### config.mk
export PLATFORM = sky130hd
export DESIGN_NAME = trap_select_unit
export DESIGN_NICKNAME = d
export VERILOG_FILES = /design/src/rtl/trap_pkg.sv /design/src/rtl/trap_sync.sv /design/src/rtl/trap_prio.sv /design/src/rtl/trap_issue.sv /design/src/rtl/trap_lat_meter.sv /design/src/rtl/trap_select_unit.sv
export SDC_FILE = /design/constraint.sdc
export NUM_CORES = 1
export LEC_CHECK = 0
export ABC_AREA = 1
export BUFFER_PORTS_ARGS = -buffer_cell sky130_fd_sc_hd__buf_2
export CORE_MARGIN = 3
export CORE_UTILIZATION = 41
export DETAILED_ROUTE_END_ITERATION = 8
export HOLD_SLACK_MARGIN = 0.05
export PLACE_DENSITY = 0.67
export SLEW_MARGIN = 20
export SYNTH_ARGS = -nofsm -noshare
export SYNTH_HDL_FRONTEND = slang
export SYNTH_SLANG_ARGS = --single-unit
### constraint.sdc
create_clock -name clk -period 1.5 [get_ports clk]
set_input_delay 0.225 -clock clk [delete_from_list [all_inputs] [get_ports clk]]
set_output_delay 0.225 -clock clk [all_outputs]
set_load 0.02 [all_outputs]
### src/rtl/trap_pkg.sv
package trap_pkg;

  localparam int unsigned NSRC  = 7;
  localparam int unsigned C_RST  = 0;
  localparam int unsigned C_DABT = 1;
  localparam int unsigned C_FAST = 2;
  localparam int unsigned C_NORM = 3;
  localparam int unsigned C_PABT = 4;
  localparam int unsigned C_SVC  = 5;
  localparam int unsigned C_UND  = 6;

  localparam logic [7:0] RSVD_OFF = 8'h14;

  typedef logic [NSRC-1:0] src_vec_t;

  // Source index held at a given rank, rank 0 being the strongest.
  // Undefined instruction is placed ahead of supervisor call to settle
  // the case where both share the lowest level.
  function automatic int unsigned rank_src(input int unsigned rank);
    case (rank)
      0:       return C_RST;
      1:       return C_DABT;
      2:       return C_FAST;
      3:       return C_NORM;
      4:       return C_PABT;
      5:       return C_UND;
      default: return C_SVC;
    endcase
  endfunction

  // Vector offset of a source.
  function automatic logic [7:0] src_offset(input int unsigned src);
    case (src)
      C_RST:   return 8'h00;
      C_UND:   return 8'h04;
      C_SVC:   return 8'h08;
      C_PABT:  return 8'h0C;
      C_DABT:  return 8'h10;
      C_NORM:  return 8'h18;
      default: return 8'h1C;
    endcase
  endfunction

endpackage

### src/rtl/trap_sync.sv
module trap_sync #(
  parameter int unsigned STAGES = 2,
  parameter int unsigned WIDTH  = 1
) (
  input  logic             clk,
  input  logic             rst_n,
  input  logic [WIDTH-1:0] d_i,
  output logic [WIDTH-1:0] q_o
);

  generate
    if (STAGES == 0) begin : g_bypass
      assign q_o = d_i;
    end else begin : g_chain
      logic [STAGES-1:0][WIDTH-1:0] chain_q;
      logic [STAGES-1:0][WIDTH-1:0] chain_d;

      always_comb begin
        chain_d[0] = d_i;
        for (int i = 1; i < STAGES; i++) begin
          chain_d[i] = chain_q[i-1];
        end
      end

      always_ff @(posedge clk or negedge rst_n) begin
        if (!rst_n) begin
          chain_q <= '0;
        end else begin
          chain_q <= chain_d;
        end
      end

      assign q_o = chain_q[STAGES-1];
    end
  endgenerate

endmodule

### src/rtl/trap_prio.sv
module trap_prio
  import trap_pkg::*;
(
  input  logic     clk,
  input  logic     rst_n,
  input  logic     flush_i,
  input  src_vec_t pend_i,
  output src_vec_t win_o,
  output logic     clash_o
);

  src_vec_t pend_q, pend_d;
  src_vec_t win_q, win_d, win_nx;
  logic     clash_q, clash_d, clash_nx;
  logic     found;
  logic     cap_en;

  // Stage 2 combinational pick from the captured pending set.
  always_comb begin
    win_nx = '0;
    found  = 1'b0;
    for (int r = 0; r < NSRC; r++) begin
      if (!found && pend_q[rank_src(r)]) begin
        win_nx[rank_src(r)] = 1'b1;
        found               = 1'b1;
      end
    end
    clash_nx = win_nx[C_UND] & pend_q[C_SVC];
  end

  assign cap_en = 1'b1;

  always_comb begin
    pend_d  = flush_i ? '0   : pend_i;
    win_d   = flush_i ? '0   : win_nx;
    clash_d = flush_i ? 1'b0 : clash_nx;
  end

  always_ff @(posedge clk or negedge rst_n) begin
    if (!rst_n) begin
      pend_q  <= '0;
      win_q   <= '0;
      clash_q <= 1'b0;
    end else if (cap_en) begin
      pend_q  <= pend_d;
      win_q   <= win_d;
      clash_q <= clash_d;
    end
  end

  assign win_o   = win_q;
  assign clash_o = clash_q;

endmodule

### src/rtl/trap_issue.sv
module trap_issue
  import trap_pkg::*;
#(
  parameter int unsigned           VEC_W    = 32,
  parameter logic [VEC_W-1:0]      VEC_BASE = '0
) (
  input  logic             clk,
  input  logic             rst_n,
  input  src_vec_t         win_i,
  input  logic             clash_i,
  input  logic             ack_i,
  output logic             take_nx_o,
  output logic             busy_o,
  output logic             take_o,
  output logic [VEC_W-1:0] vector_o,
  output src_vec_t         cause_o,
  output logic             conflict_o
);

  logic             take_q, take_d;
  logic             busy_q, busy_d;
  logic             conf_q, conf_d;
  logic             load_en;
  logic [7:0]       off_nx;
  logic [VEC_W-1:0] vec_q, vec_nx;
  src_vec_t         cause_q;

  always_comb begin
    off_nx = '0;
    for (int s = 0; s < NSRC; s++) begin
      if (win_i[s]) begin
        off_nx = off_nx | src_offset(s);
      end
    end
    vec_nx = VEC_BASE + VEC_W'(off_nx);
  end

  always_comb begin
    take_d  = (|win_i) & ~busy_q;
    busy_d  = take_d | (busy_q & ~ack_i);
    conf_d  = take_d & clash_i;
    load_en = take_d;
  end

  always_ff @(posedge clk or negedge rst_n) begin
    if (!rst_n) begin
      take_q <= 1'b0;
      busy_q <= 1'b0;
      conf_q <= 1'b0;
    end else begin
      take_q <= take_d;
      busy_q <= busy_d;
      conf_q <= conf_d;
    end
  end

  always_ff @(posedge clk or negedge rst_n) begin
    if (!rst_n) begin
      vec_q   <= '0;
      cause_q <= '0;
    end else if (load_en) begin
      vec_q   <= vec_nx;
      cause_q <= win_i;
    end
  end

  assign take_nx_o  = take_d;
  assign busy_o     = busy_q;
  assign take_o     = take_q;
  assign vector_o   = vec_q;
  assign cause_o    = cause_q;
  assign conflict_o = conf_q;

endmodule

### src/rtl/trap_lat_meter.sv
module trap_lat_meter #(
  parameter int unsigned LAT_W = 8
) (
  input  logic             clk,
  input  logic             rst_n,
  input  logic             idle_i,
  input  logic             active_i,
  input  logic             take_i,
  output logic [LAT_W-1:0] lat_o
);

  localparam logic [LAT_W-1:0] CNT_MAX = '1;

  logic [LAT_W-1:0] cnt_q, cnt_d, cnt_inc;
  logic [LAT_W-1:0] lat_q;
  logic             lat_en;

  always_comb begin
    cnt_inc = (cnt_q == CNT_MAX) ? cnt_q : cnt_q + 1'b1;
    if (idle_i && active_i) begin
      cnt_d = cnt_inc;
    end else begin
      cnt_d = '0;
    end
    lat_en = take_i;
  end

  always_ff @(posedge clk or negedge rst_n) begin
    if (!rst_n) begin
      cnt_q <= '0;
    end else begin
      cnt_q <= cnt_d;
    end
  end

  always_ff @(posedge clk or negedge rst_n) begin
    if (!rst_n) begin
      lat_q <= '0;
    end else if (lat_en) begin
      lat_q <= cnt_inc;
    end
  end

  assign lat_o = lat_q;

endmodule

### src/rtl/trap_select_unit.sv
module trap_select_unit
  import trap_pkg::*;
#(
  parameter int unsigned      VEC_W       = 32,
  parameter logic [VEC_W-1:0] VEC_BASE    = '0,
  parameter int unsigned      SYNC_STAGES = 2,
  parameter int unsigned      RST_STAGES  = 2,
  parameter int unsigned      LAT_W       = 8
) (
  input  logic             clk,
  input  logic             rst_n,
  input  logic             reset_req_i,
  input  logic             dabort_i,
  input  logic             pabort_i,
  input  logic             fast_int_i,
  input  logic             norm_int_i,
  input  logic             svc_i,
  input  logic             undef_i,
  input  logic             fast_mask_i,
  input  logic             norm_mask_i,
  input  logic             ack_i,
  output logic             take_o,
  output logic [VEC_W-1:0] vector_o,
  output logic [NSRC-1:0]  cause_o,
  output logic             conflict_o,
  output logic [LAT_W-1:0] latency_o
);

  logic       rst_sync_n;
  logic [1:0] int_raw, int_sync;
  src_vec_t   pend;
  src_vec_t   win;
  logic       clash;
  logic       busy;
  logic       take_nx;
  logic       active_raw;

  trap_sync #(.STAGES(RST_STAGES), .WIDTH(1)) u_rst_sync (
    .clk   (clk),
    .rst_n (rst_n),
    .d_i   (1'b1),
    .q_o   (rst_sync_n)
  );

  assign int_raw = {norm_int_i, fast_int_i};

  trap_sync #(.STAGES(SYNC_STAGES), .WIDTH(2)) u_int_sync (
    .clk   (clk),
    .rst_n (rst_sync_n),
    .d_i   (int_raw),
    .q_o   (int_sync)
  );

  always_comb begin
    pend         = '0;
    pend[C_RST]  = reset_req_i;
    pend[C_DABT] = dabort_i;
    pend[C_FAST] = int_sync[0] & ~fast_mask_i;
    pend[C_NORM] = int_sync[1] & ~norm_mask_i;
    pend[C_PABT] = pabort_i;
    pend[C_SVC]  = svc_i;
    pend[C_UND]  = undef_i;
    active_raw   = reset_req_i | dabort_i | pabort_i | svc_i | undef_i
                 | (fast_int_i & ~fast_mask_i) | (norm_int_i & ~norm_mask_i);
  end

  trap_prio u_prio (
    .clk     (clk),
    .rst_n   (rst_sync_n),
    .flush_i (busy),
    .pend_i  (pend),
    .win_o   (win),
    .clash_o (clash)
  );

  trap_issue #(.VEC_W(VEC_W), .VEC_BASE(VEC_BASE)) u_issue (
    .clk        (clk),
    .rst_n      (rst_sync_n),
    .win_i      (win),
    .clash_i    (clash),
    .ack_i      (ack_i),
    .take_nx_o  (take_nx),
    .busy_o     (busy),
    .take_o     (take_o),
    .vector_o   (vector_o),
    .cause_o    (cause_o),
    .conflict_o (conflict_o)
  );

  trap_lat_meter #(.LAT_W(LAT_W)) u_lat (
    .clk      (clk),
    .rst_n    (rst_sync_n),
    .idle_i   (~busy),
    .active_i (active_raw),
    .take_i   (take_nx),
    .lat_o    (latency_o)
  );

endmodule

==> impl_metrics.json, run 1 <==
{
  "die_height_um": 80.2,
  "fin_worst_skew_ps": 7.84,
  "cts-root-buf": "clkbuf_8",
  "period_share_pct": 90.5,
  "met2_usage_pct": 20.2,
  "p_per_area_mw_per_mm2": 1650,
  "r2r_end": "u_lat.cnt_q[3]",
  "area_delta_synth_final_pct": 11.8,
  "io_buffers": 31,
  "status": "finished clean",
  "cts_max_level": 2,
  "drive_gt1_share_pct": 20.4,
  "leakagePower_uw": 0.00142,
  "grt_start_max_net_pins": 49,
  "worst-setup-path-type": "reg -> reg",
  "clk_pin_slew_worst_paths_ps": 90,
  "synth_edf_count": 0,
  "core_area_mm2": 0.00520,
  "wl_per_cell_um": 10.6,
  "syn_area_per_cell_um2": 9.06,
  "pwr-share-seq_pct": 44.5,
  "grtUsageMet1_pct": 16.8,
  "gp_congestion": 0.842,
  "drtIter0Drc": 56,
  "crit_arrival_ps": 1560,
  "yosysUniqueCellTypes": 27,
  "fmax_mhz": 737,
  "synth_cells": 249,
  "slowest_delay_ps": 430,
  "final_cell_mix": "nand2_1, dfrtp_1, buf_2, conb_1, nor2_1",
  "rsz0062_at_grt": "false",
  "crit_family": "simple AND/OR/NAND/NOR gates",
  "cts_hold_buf": 3,
  "overflow": 0,
  "cts_buffers": 5,
  "crit_end": "u_lat.cnt_q[3]",
  "ys.flop_type": "dfrtp_1",
  "peakVddDrop_mv": 0.626,
  "rrSetupSlack_ps": 140,
  "finalMaxSlewViolations": 0,
  "clk_latency_ps": 300,
  "nNetsFinal": 301,
  "power.total_uw": 4170,
  "synthTopCellsByArea": "dfrtp_1, nand2_1, buf_4",
  "cts_resized": 0,
  "ys_warn_count": 0,
  "drc": 0,
  "whs_ps": 83.9,
  "detail-route-antenna-nets": 0,
  "critPathSlowestCell": "dfrtp_1",
  "startpoint": "u_lat.cnt_q[0]",
  "die_w_um": 80.2,
  "power_frac_clock_pct": 20.4,
  "grt_usage_pct": 13.4,
  "ys_seq_elements": 50,
  "ios": 61,
  "placed_area_mm2": 0.00239,
  "regArea_mm2": 0.00125,
  "final_common_cell": "nand2_1",
  "viasPerCell": 4.24,
  "worstPathCellList": "ha_1 -> nand3_2 -> clkinv_2 -> nand2_4 -> nand3_1 -> and2_1",
  "wl_mm": 3.79,
  "cp-start-kind": "flip-flop",
  "setup_viol": 0,
  "netlist_area_mm2": 0.00226,
  "grt_first_pass_wirelength_mm": 6.59,
  "cts_tree": "built",
  "pwr-share-comb_pct": 35.1,
  "synth_top_area_cell": "dfrtp_1",
  "top_usage_layer": "met2",
  "hp-class": "in -> reg",
  "switchingPower_uw": 1640,
  "first_pass_iters": 4,
  "post-cts-setup-buffers": 0,
  "met3_usage_pct": 5.72,
  "crit_required_ps": 1700,
  "yosysSeqAreaShare_pct": 55.4,
  "end_kind": "flip-flop",
  "routed-via-count": 1523,
  "drv_cap": 0,
  "rows": 26,
  "r2r_start": "u_lat.cnt_q[0]",
  "n_antenna_cell": 0,
  "path_buf_inv": 1,
  "final_core_util_pct": 48.5,
  "fill_cells": 517,
  "yosysTopAreaCellShare_pct": 55.4,
  "cts.sinks": 50,
  "clockBufferDepth": 2,
  "die_area_mm2": 0.00643,
  "multiInputGateArea_um2": 761,
  "stdcell_area_mm2": 0.00252,
  "r2r_cells": 6,
  "min_period_ps": 1360,
  "path_max_fanout": 7,
  "cp_num_cells": 6,
  "tns_ps": 0,
  "async_reset_ff_share_pct": 100,
  "dpl.hpwl_mm": 2.72,
  "p_int_uw": 2530,
  "start_util_pct": 43.4,
  "finalHoldViolCount": 0,
  "first_global_vias": 1471,
  "switching_share_pct": 39.3,
  "grt_antenna_before_repair": 0
}
[layout make-up]
cell class	count	share of cell area (%)
clock buffer	7	3.82
clock inverter	1	0.347
inverter	25	3.87
multi-input combinational	169	30.1
sequential	50	49.6
tap	70	3.47
timing repair buffer	37	8.73
[Yosys cell counts, types with 2 or more instances]
library cell	count
nand2_4	2
nand2_1	71
a21oi_1	2
o21ai_2	3
inv_1	22
nand3_1	9
or2_1	2
buf_4	30
dfrtp_1	50
nand2_2	3
nand3_2	3
nand4_1	2
nor4_1	2
nor2_1	24
buf_6	2
and2_1	5
nor3_1	4
o21ai_0	3
conb_1	2
[flip-flops by register name, indices dropped and copies added (netlist names), 2 cells and up]
signal	count
u_lat.lat_o	8
u_int_sync.q_o	2
u_issue.vector_o	3
u_issue.cause_o	7
u_prio.win_o	7
u_int_sync.g_chain.chain_d	2
u_prio.pend_q	7
u_lat.cnt_q	8
[power by group through the flow]
stage	clock network, uW	logic [uW]	registers [uW]
6_report	851	1460	1850
5_1_grt	950	1650	1890
4_1_cts	884	1490	1850
3_3_place_gp	0	1450	1870
3_5_place_dp	0	1480	1880
2_1_floorplan	0	966	2080
[per-stage QoR]
stage / instances / worst slack (ps)
after global placement: 348 / 219
after floorplan: 277 / 5.17
final: 359 / 143
after detailed placement: 348 / 158
after global routing: 359 / 64.8
after CTS: 359 / 142
[metal layers]
metal / part of all wire (%) / vias to the layer above
li1: - / 776
met1: 47 / 692
met2: 44 / 49
met5: 0 / -
met3: 7.8 / 6
met4: 0.84 / 0
[kinds of logic (layout without fill, tap and decap cells)]
logic type               count (synthesis)  after routing  share of synthesized area (%)
AND/OR/NAND/NOR                        129            129                           25.7
buffers and inverters                   58             70                           15.5
flip-flops                              50             50                           55.4
AO/OA/AOI/OAI                            9              9                           2.49
other                                    2             30                          0.333
adder cells (fa/ha/maj)                  1              1                          0.554
[worst min path at each step]
stage | slack [ps] | to | from | cells past startpoint
CTS | 70 | u_prio.pend_q[2] | fast_mask_i | 2
global route | 70 | u_prio.pend_q[2] | fast_mask_i | 2
finish | 80 | u_prio.pend_q[2] | fast_mask_i | 2
detailed placement | 10 | u_rst_sync.g_chain.chain_d[1] | rst_n | 1
floorplan | -70 | u_rst_sync.g_chain.chain_d[1] | rst_n | 0
global placement | 10 | u_rst_sync.g_chain.chain_d[1] | rst_n | 1
Note: power is estimated with default switching activity, not from simulation.
==> run 2: changes to the inputs <==
- CORE_UTILIZATION: 41 -> 28
- PLACE_DENSITY: 0.67 -> 0.59
- SYNTH_HIERARCHICAL: not set -> 1
==> run 2 against run 1 <==
  * Count of clock-buffer cells in the layout shrank 2
  * Synthesized cell count grew 5.2%
  * Global-route usage shrank 4.0 points
  * First-iteration DRC count shrank 11%
  * Cell count grew 13%
  * Area after synthesis grew 2.5%
  * Non-clock buffer count grew 3
  * Die area grew 46%
  * Combinational power grew 5%
  * Critical path type unchanged
  * Largest power group unchanged
  * Highest routed layer unchanged
==> impl_metrics.json, run 2 <==
{
  "fmax_mhz": 728,
  "yosysSeqAreaShare_pct": 54.1,
  "routed-via-count": 1580,
  "cts.sinks": 50,
  "status": "finished clean",
  "synthTopCellsByArea": "dfrtp_1, nand2_1, buf_4",
  "synth_edf_count": 0,
  "period_share_pct": 91.5,
  "ys_warn_count": 6,
  "synth_top_area_cell": "dfrtp_1",
  "path_max_fanout": 10,
  "r2r_cells": 6,
  "clk_latency_ps": 310,
  "nNetsFinal": 317,
  "synth_cells": 262,
  "die_area_mm2": 0.00939,
  "ios": 61,
  "netlist_area_mm2": 0.00231,
  "ys.flop_type": "dfrtp_1",
  "async_reset_ff_share_pct": 100,
  "viasPerCell": 3.88,
  "start_util_pct": 29.3,
  "leakagePower_uw": 0.00148,
  "power.total_uw": 4370,
  "rsz0062_at_grt": "false",
  "worst-setup-path-type": "reg -> reg",
  "finalHoldViolCount": 0,
  "finalMaxSlewViolations": 0,
  "drv_cap": 0,
  "final_cell_mix": "nand2_1, dfrtp_1, inv_1, buf_2, conb_1",
  "io_buffers": 31,
  "first_global_vias": 1569,
  "wl_mm": 4.00,
  "peakVddDrop_mv": 0.581,
  "overflow": 0,
  "drtIter0Drc": 50,
  "cts_buffers": 5,
  "core_area_mm2": 0.00789,
  "rows": 32,
  "synth.most_common_cell": "nand2_1",
  "cp-start-kind": "flip-flop",
  "syn_area_per_cell_um2": 8.83,
  "regArea_mm2": 0.00125,
  "r2r_start": "u_lat/cnt_q[0]",
  "setup_viol": 0,
  "area_delta_synth_final_pct": 14.8,
  "grt_first_pass_wirelength_mm": 7.17,
  "die_height_um": 96.9,
  "startpoint": "u_lat/cnt_q[0]",
  "gp_congestion": 0.756,
  "multiInputGateArea_um2": 791,
  "p_per_area_mw_per_mm2": 1640,
  "detail-route-antenna-nets": 0,
  "crit_required_ps": 1700,
  "tns_ps": 0,
  "rrSetupSlack_ps": 130,
  "final_common_cell": "nand2_1",
  "cts_tree": "built",
  "drc": 0,
  "r2r_end": "u_lat/cnt_q[5]",
  "clk_pin_slew_worst_paths_ps": 100,
  "first_pass_iters": 4,
  "grt_usage_pct": 9.32,
  "yosysUniqueCellTypes": 29,
  "crit_end": "u_lat/cnt_q[5]",
  "post-cts-setup-buffers": 0,
  "drive_gt1_share_pct": 19.0,
  "grt_start_max_net_pins": 38,
  "dpl.hpwl_mm": 3.02,
  "min_period_ps": 1370,
  "end_kind": "flip-flop",
  "wl_per_cell_um": 9.82,
  "hp-class": "in -> reg",
  "n_antenna_cell": 0,
  "grt_antenna_before_repair": 0,
  "fill_cells": 817,
  "fin_worst_skew_ps": 12.2,
  "cts_max_level": 2,
  "crit_arrival_ps": 1570,
  "cts-root-buf": "clkbuf_8",
  "die_w_um": 96.9,
  "yosysTopAreaCellShare_pct": 54.1,
  "clockBufferDepth": 2,
  "ys_seq_elements": 50,
  "yosys-top-cells-count": "nand2_1, dfrtp_1, inv_1"
}
[run 2: critical path: stages (launching register included)]
cell and delay (ps):
dfrtp_1 420, ha_1 240, nand2_1 80, inv_1 110, nand3_4 130, nand3_1 120
and2b_1 170
[run 2: power breakdown]
part,internal [uW],switching [uW]
clock,509,460
sequential,1670,190
combinational,514,1030
[run 2: final cells by class]
| type | count | area share, % |
|---|---|---|
| clock buffer | 5 | 2.59 |
| clock inverter | 3 | 1.79 |
| inverter | 34 | 4.80 |
| multi-input combinational | 173 | 29.8 |
| sequential | 50 | 47.1 |
| tap | 102 | 4.80 |
| timing repair buffer | 40 | 9.13 |
[run 2: cell families after synthesis]
logic type	Yosys count	synth area share, %
AOI/OAI and AO/OA	9	2.49
xor gates and xnor gates	1	0.378
adders and majority gates	1	0.540
buffers and inverters	67	16.4
DFF	50	54.1
other	2	0.324
and+or+nand+nor	132	25.8
[run 2: per-layer routing]
metal  part of all wire [%]  global-route usage [%]  vias to the layer above
met1                     52                    13.0                      711
met3                    4.7                    2.45                        6
met5                      0                       0                        -
li1                       -                       -                      824
met2                     41                    13.5                       39
met4                    1.7                    4.21                        0
[run 2: repair_timing]
| item | 4_1_cts | 5_1_grt |
|---|---|---|
| hold endpoints to repair | 4 | 0 |
| endpoints found under the setup margin | 0 | 2 |
| resized for setup | 0 | 1 |
| hold buffers | 3 | 0 |
[run 2: through the flow]
stage	utilization, %	std cells	setup slack [ps]	cell area [um^2]	hold WS [ps]
2_1_floorplan	-	290	5.17	2420	-70.6
3_3_place_gp	31.8	396	141	2510	11.9
3_5_place_dp	31.8	396	123	2510	14.3
4_1_cts	33.7	407	74.5	2660	112
5_1_grt	33.7	407	13.3	2660	106
6_report	33.7	407	127	2660	119
[run 2: how the worst min path moves through the flow]
stage | slack, ps | cells past startpoint | from | endpoint
2_1_floorplan | -70 | 0 | rst_n | u_rst_sync/g_chain.chain_d[1]
3_3_place_gp | 10 | 1 | rst_n | u_rst_sync/g_chain.chain_d[1]
3_5_place_dp | 10 | 1 | rst_n | u_rst_sync/g_chain.chain_d[1]
4_1_cts | 110 | 3 | svc_i | u_prio/pend_q[5]
5_1_grt | 110 | 3 | svc_i | u_prio/pend_q[5]
6_report | 120 | 2 | ack_i | u_issue/busy_o
==> run 3: changes to the inputs <==
- PLACE_DENSITY: 0.59 -> 0.58
- clock period: 1.5 -> 1.4 ns (I/O delays scaled with it)
==> run 3 against run 2 <==
  * Wire length increased by 0.80%
  * Cell count rose by 0.74%
  * Worst hold slack worse by 6.9 ps
  * Total power rose by 7.0%
  * First-iteration DRC count decreased by 32%
  * Global-route usage fell by 0.33 points
  * Critical path depth up 1
  * Via count grew 1.8%
  * Die area unchanged
  * Sequential power rose by 7%
  * Cell area up 0.71%
  * Critical endpoint is now u_lat/cnt_q[6]
==> impl_metrics.json, run 3 (synthesized netlist as in run 2, its figures left out) <==
{
  "met3_usage_pct": 2.52,
  "finalMaxSlewViolations": 0,
  "nNetsFinal": 320,
  "first_pass_iters": 4,
  "cts-root-buf": "clkbuf_8",
  "die_w_um": 96.9,
  "crit_required_ps": 1580,
  "startpoint": "u_lat/cnt_q[1]",
  "drc": 0,
  "final_cell_mix": "nand2_1, dfrtp_1, inv_1, buf_2, conb_1",
  "grt_usage_pct": 8.99,
  "grtUsageMet1_pct": 12.6,
  "grt_antenna_before_repair": 0,
  "fmax_mhz": 786,
  "grt_first_pass_wirelength_mm": 7.07,
  "crit_end": "u_lat/cnt_q[6]",
  "cts_tree": "built",
  "io_buffers": 31,
  "r2r_end": "u_lat/cnt_q[6]",
  "clk_latency_ps": 290,
  "cp_num_cells": 7,
  "drive_gt1_share_pct": 19.8,
  "first_global_vias": 1553,
  "final_core_util_pct": 33.9,
  "hp-class": "in -> reg",
  "fin_worst_skew_ps": 2.60,
  "start_util_pct": 29.3,
  "rrSetupSlack_ps": 130,
  "detail-route-antenna-nets": 0,
  "wl_per_cell_um": 9.82,
  "crit_top_cell": "nand2_1",
  "setup_viol": 0,
  "crit_family": "flip-flops",
  "worstPathCellList": "ha_2 -> nand2_1 -> inv_2 -> nand2_1 -> nand2_1 -> o21ai_2 -> nor2b_4",
  "die_height_um": 96.9,
  "cts_buffers": 5,
  "crit_arrival_ps": 1450,
  "drtIter0Drc": 34,
  "r2r_start": "u_lat/cnt_q[1]",
  "slowest_delay_ps": 400,
  "clockBufferDepth": 2,
  "grt_start_max_net_pins": 38,
  "core_area_mm2": 0.00789,
  "cts.sinks": 50,
  "path_max_fanout": 6,
  "final_common_cell": "nand2_1",
  "whs_path_depth": 2,
  "cts_max_level": 2,
  "dpl.hpwl_mm": 3.03,
  "period_share_pct": 90.8,
  "routed-via-count": 1608,
  "overflow": 0,
  "min_period_ps": 1270,
  "end_kind": "flip-flop",
  "peakVddDrop_mv": 0.569,
  "path_buf_inv": 1,
  "status": "finished clean",
  "leakagePower_uw": 0.00148,
  "met2_usage_pct": 13.4,
  "ios": 61,
  "cp-start-kind": "flip-flop",
  "critPathSlowestCell": "dfrtp_1",
  "r2r_cells": 7,
  "top_usage_layer": "met2",
  "gp_congestion": 0.890,
  "viasPerCell": 3.92,
  "finalHoldViolCount": 0,
  "tns_ps": 0,
  "rows": 32,
  "wl_mm": 4.03,
  "rsz0062_at_grt": "false",
  "area_delta_synth_final_pct": 15.6,
  "p_per_area_mw_per_mm2": 1750,
  "n_antenna_cell": 0,
  "clk_pin_slew_worst_paths_ps": 90,
  "worst-setup-path-type": "reg -> reg",
  "die_area_mm2": 0.00939,
  "drv_cap": 0
}
==> run 3: how the worst min path moves through the flow <==
| stage | from | to | slack, ps |
|---|---|---|---|
| floorplan | rst_n | u_rst_sync/g_chain.chain_d[1] | -90 |
| global placement | rst_n | u_rst_sync/g_chain.chain_d[1] | -3 |
| detailed placement | rst_n | u_rst_sync/g_chain.chain_d[1] | -2 |
| CTS | ack_i | u_issue/busy_o | 110 |
| global route | ack_i | u_issue/busy_o | 100 |
| finish | ack_i | u_issue/busy_o | 110 |
==> run 3: power by group <==
part | internal, uW | total, uW | leakage (uW) | switching (uW)
logic | 592 | 1710 | 0.000773 | 1120
registers | 1790 | 1990 | 0.000656 | 199
clock network | 533 | 975 | 0.0000514 | 442
total | 2910 | 4670 | 0.00148 | 1760
==> run 3: area by class of cell <==
| class | count | area (um^2) |
|---|---|---|
| fill | 848 | 5210 |
| sequential | 50 | 1250 |
| multi-input combinational | 174 | 801 |
| timing repair buffer | 42 | 258 |
| inverter | 34 | 128 |
| tap | 102 | 128 |
| clock buffer | 6 | 72.6 |
| clock inverter | 2 | 37.5 |
==> run 3: what timing repair did <==
item / in CTS / in global routing
hold endpoints to repair: 4 / 0
hold buffers: 3 / 0
gates resized for setup: 0 / 2
endpoints found under the setup margin: 0 / 14
buffers inserted: 0 / 1
==> run 3: metrics by stage <==
step	total power (uW)	std cells	area [um^2]	setup WS [ps]	hold WS, ps
after global routing	5050	410	2680	4.85	104
after CTS	4730	408	2660	32.4	105
after floorplan	3260	290	2420	30.6	-85.6
after detailed placement	3730	397	2520	41.8	-1.83
after global placement	3710	397	2520	99.1	-2.99
final	4670	410	2680	128	113
==> run 3: routing by layer <==
metal / wire length, um / up-vias
met4: 37 / 0
met3: 229 / 2
met2: 1740 / 45
met1: 2020 / 729
met5: 0 / -
li1: - / 832
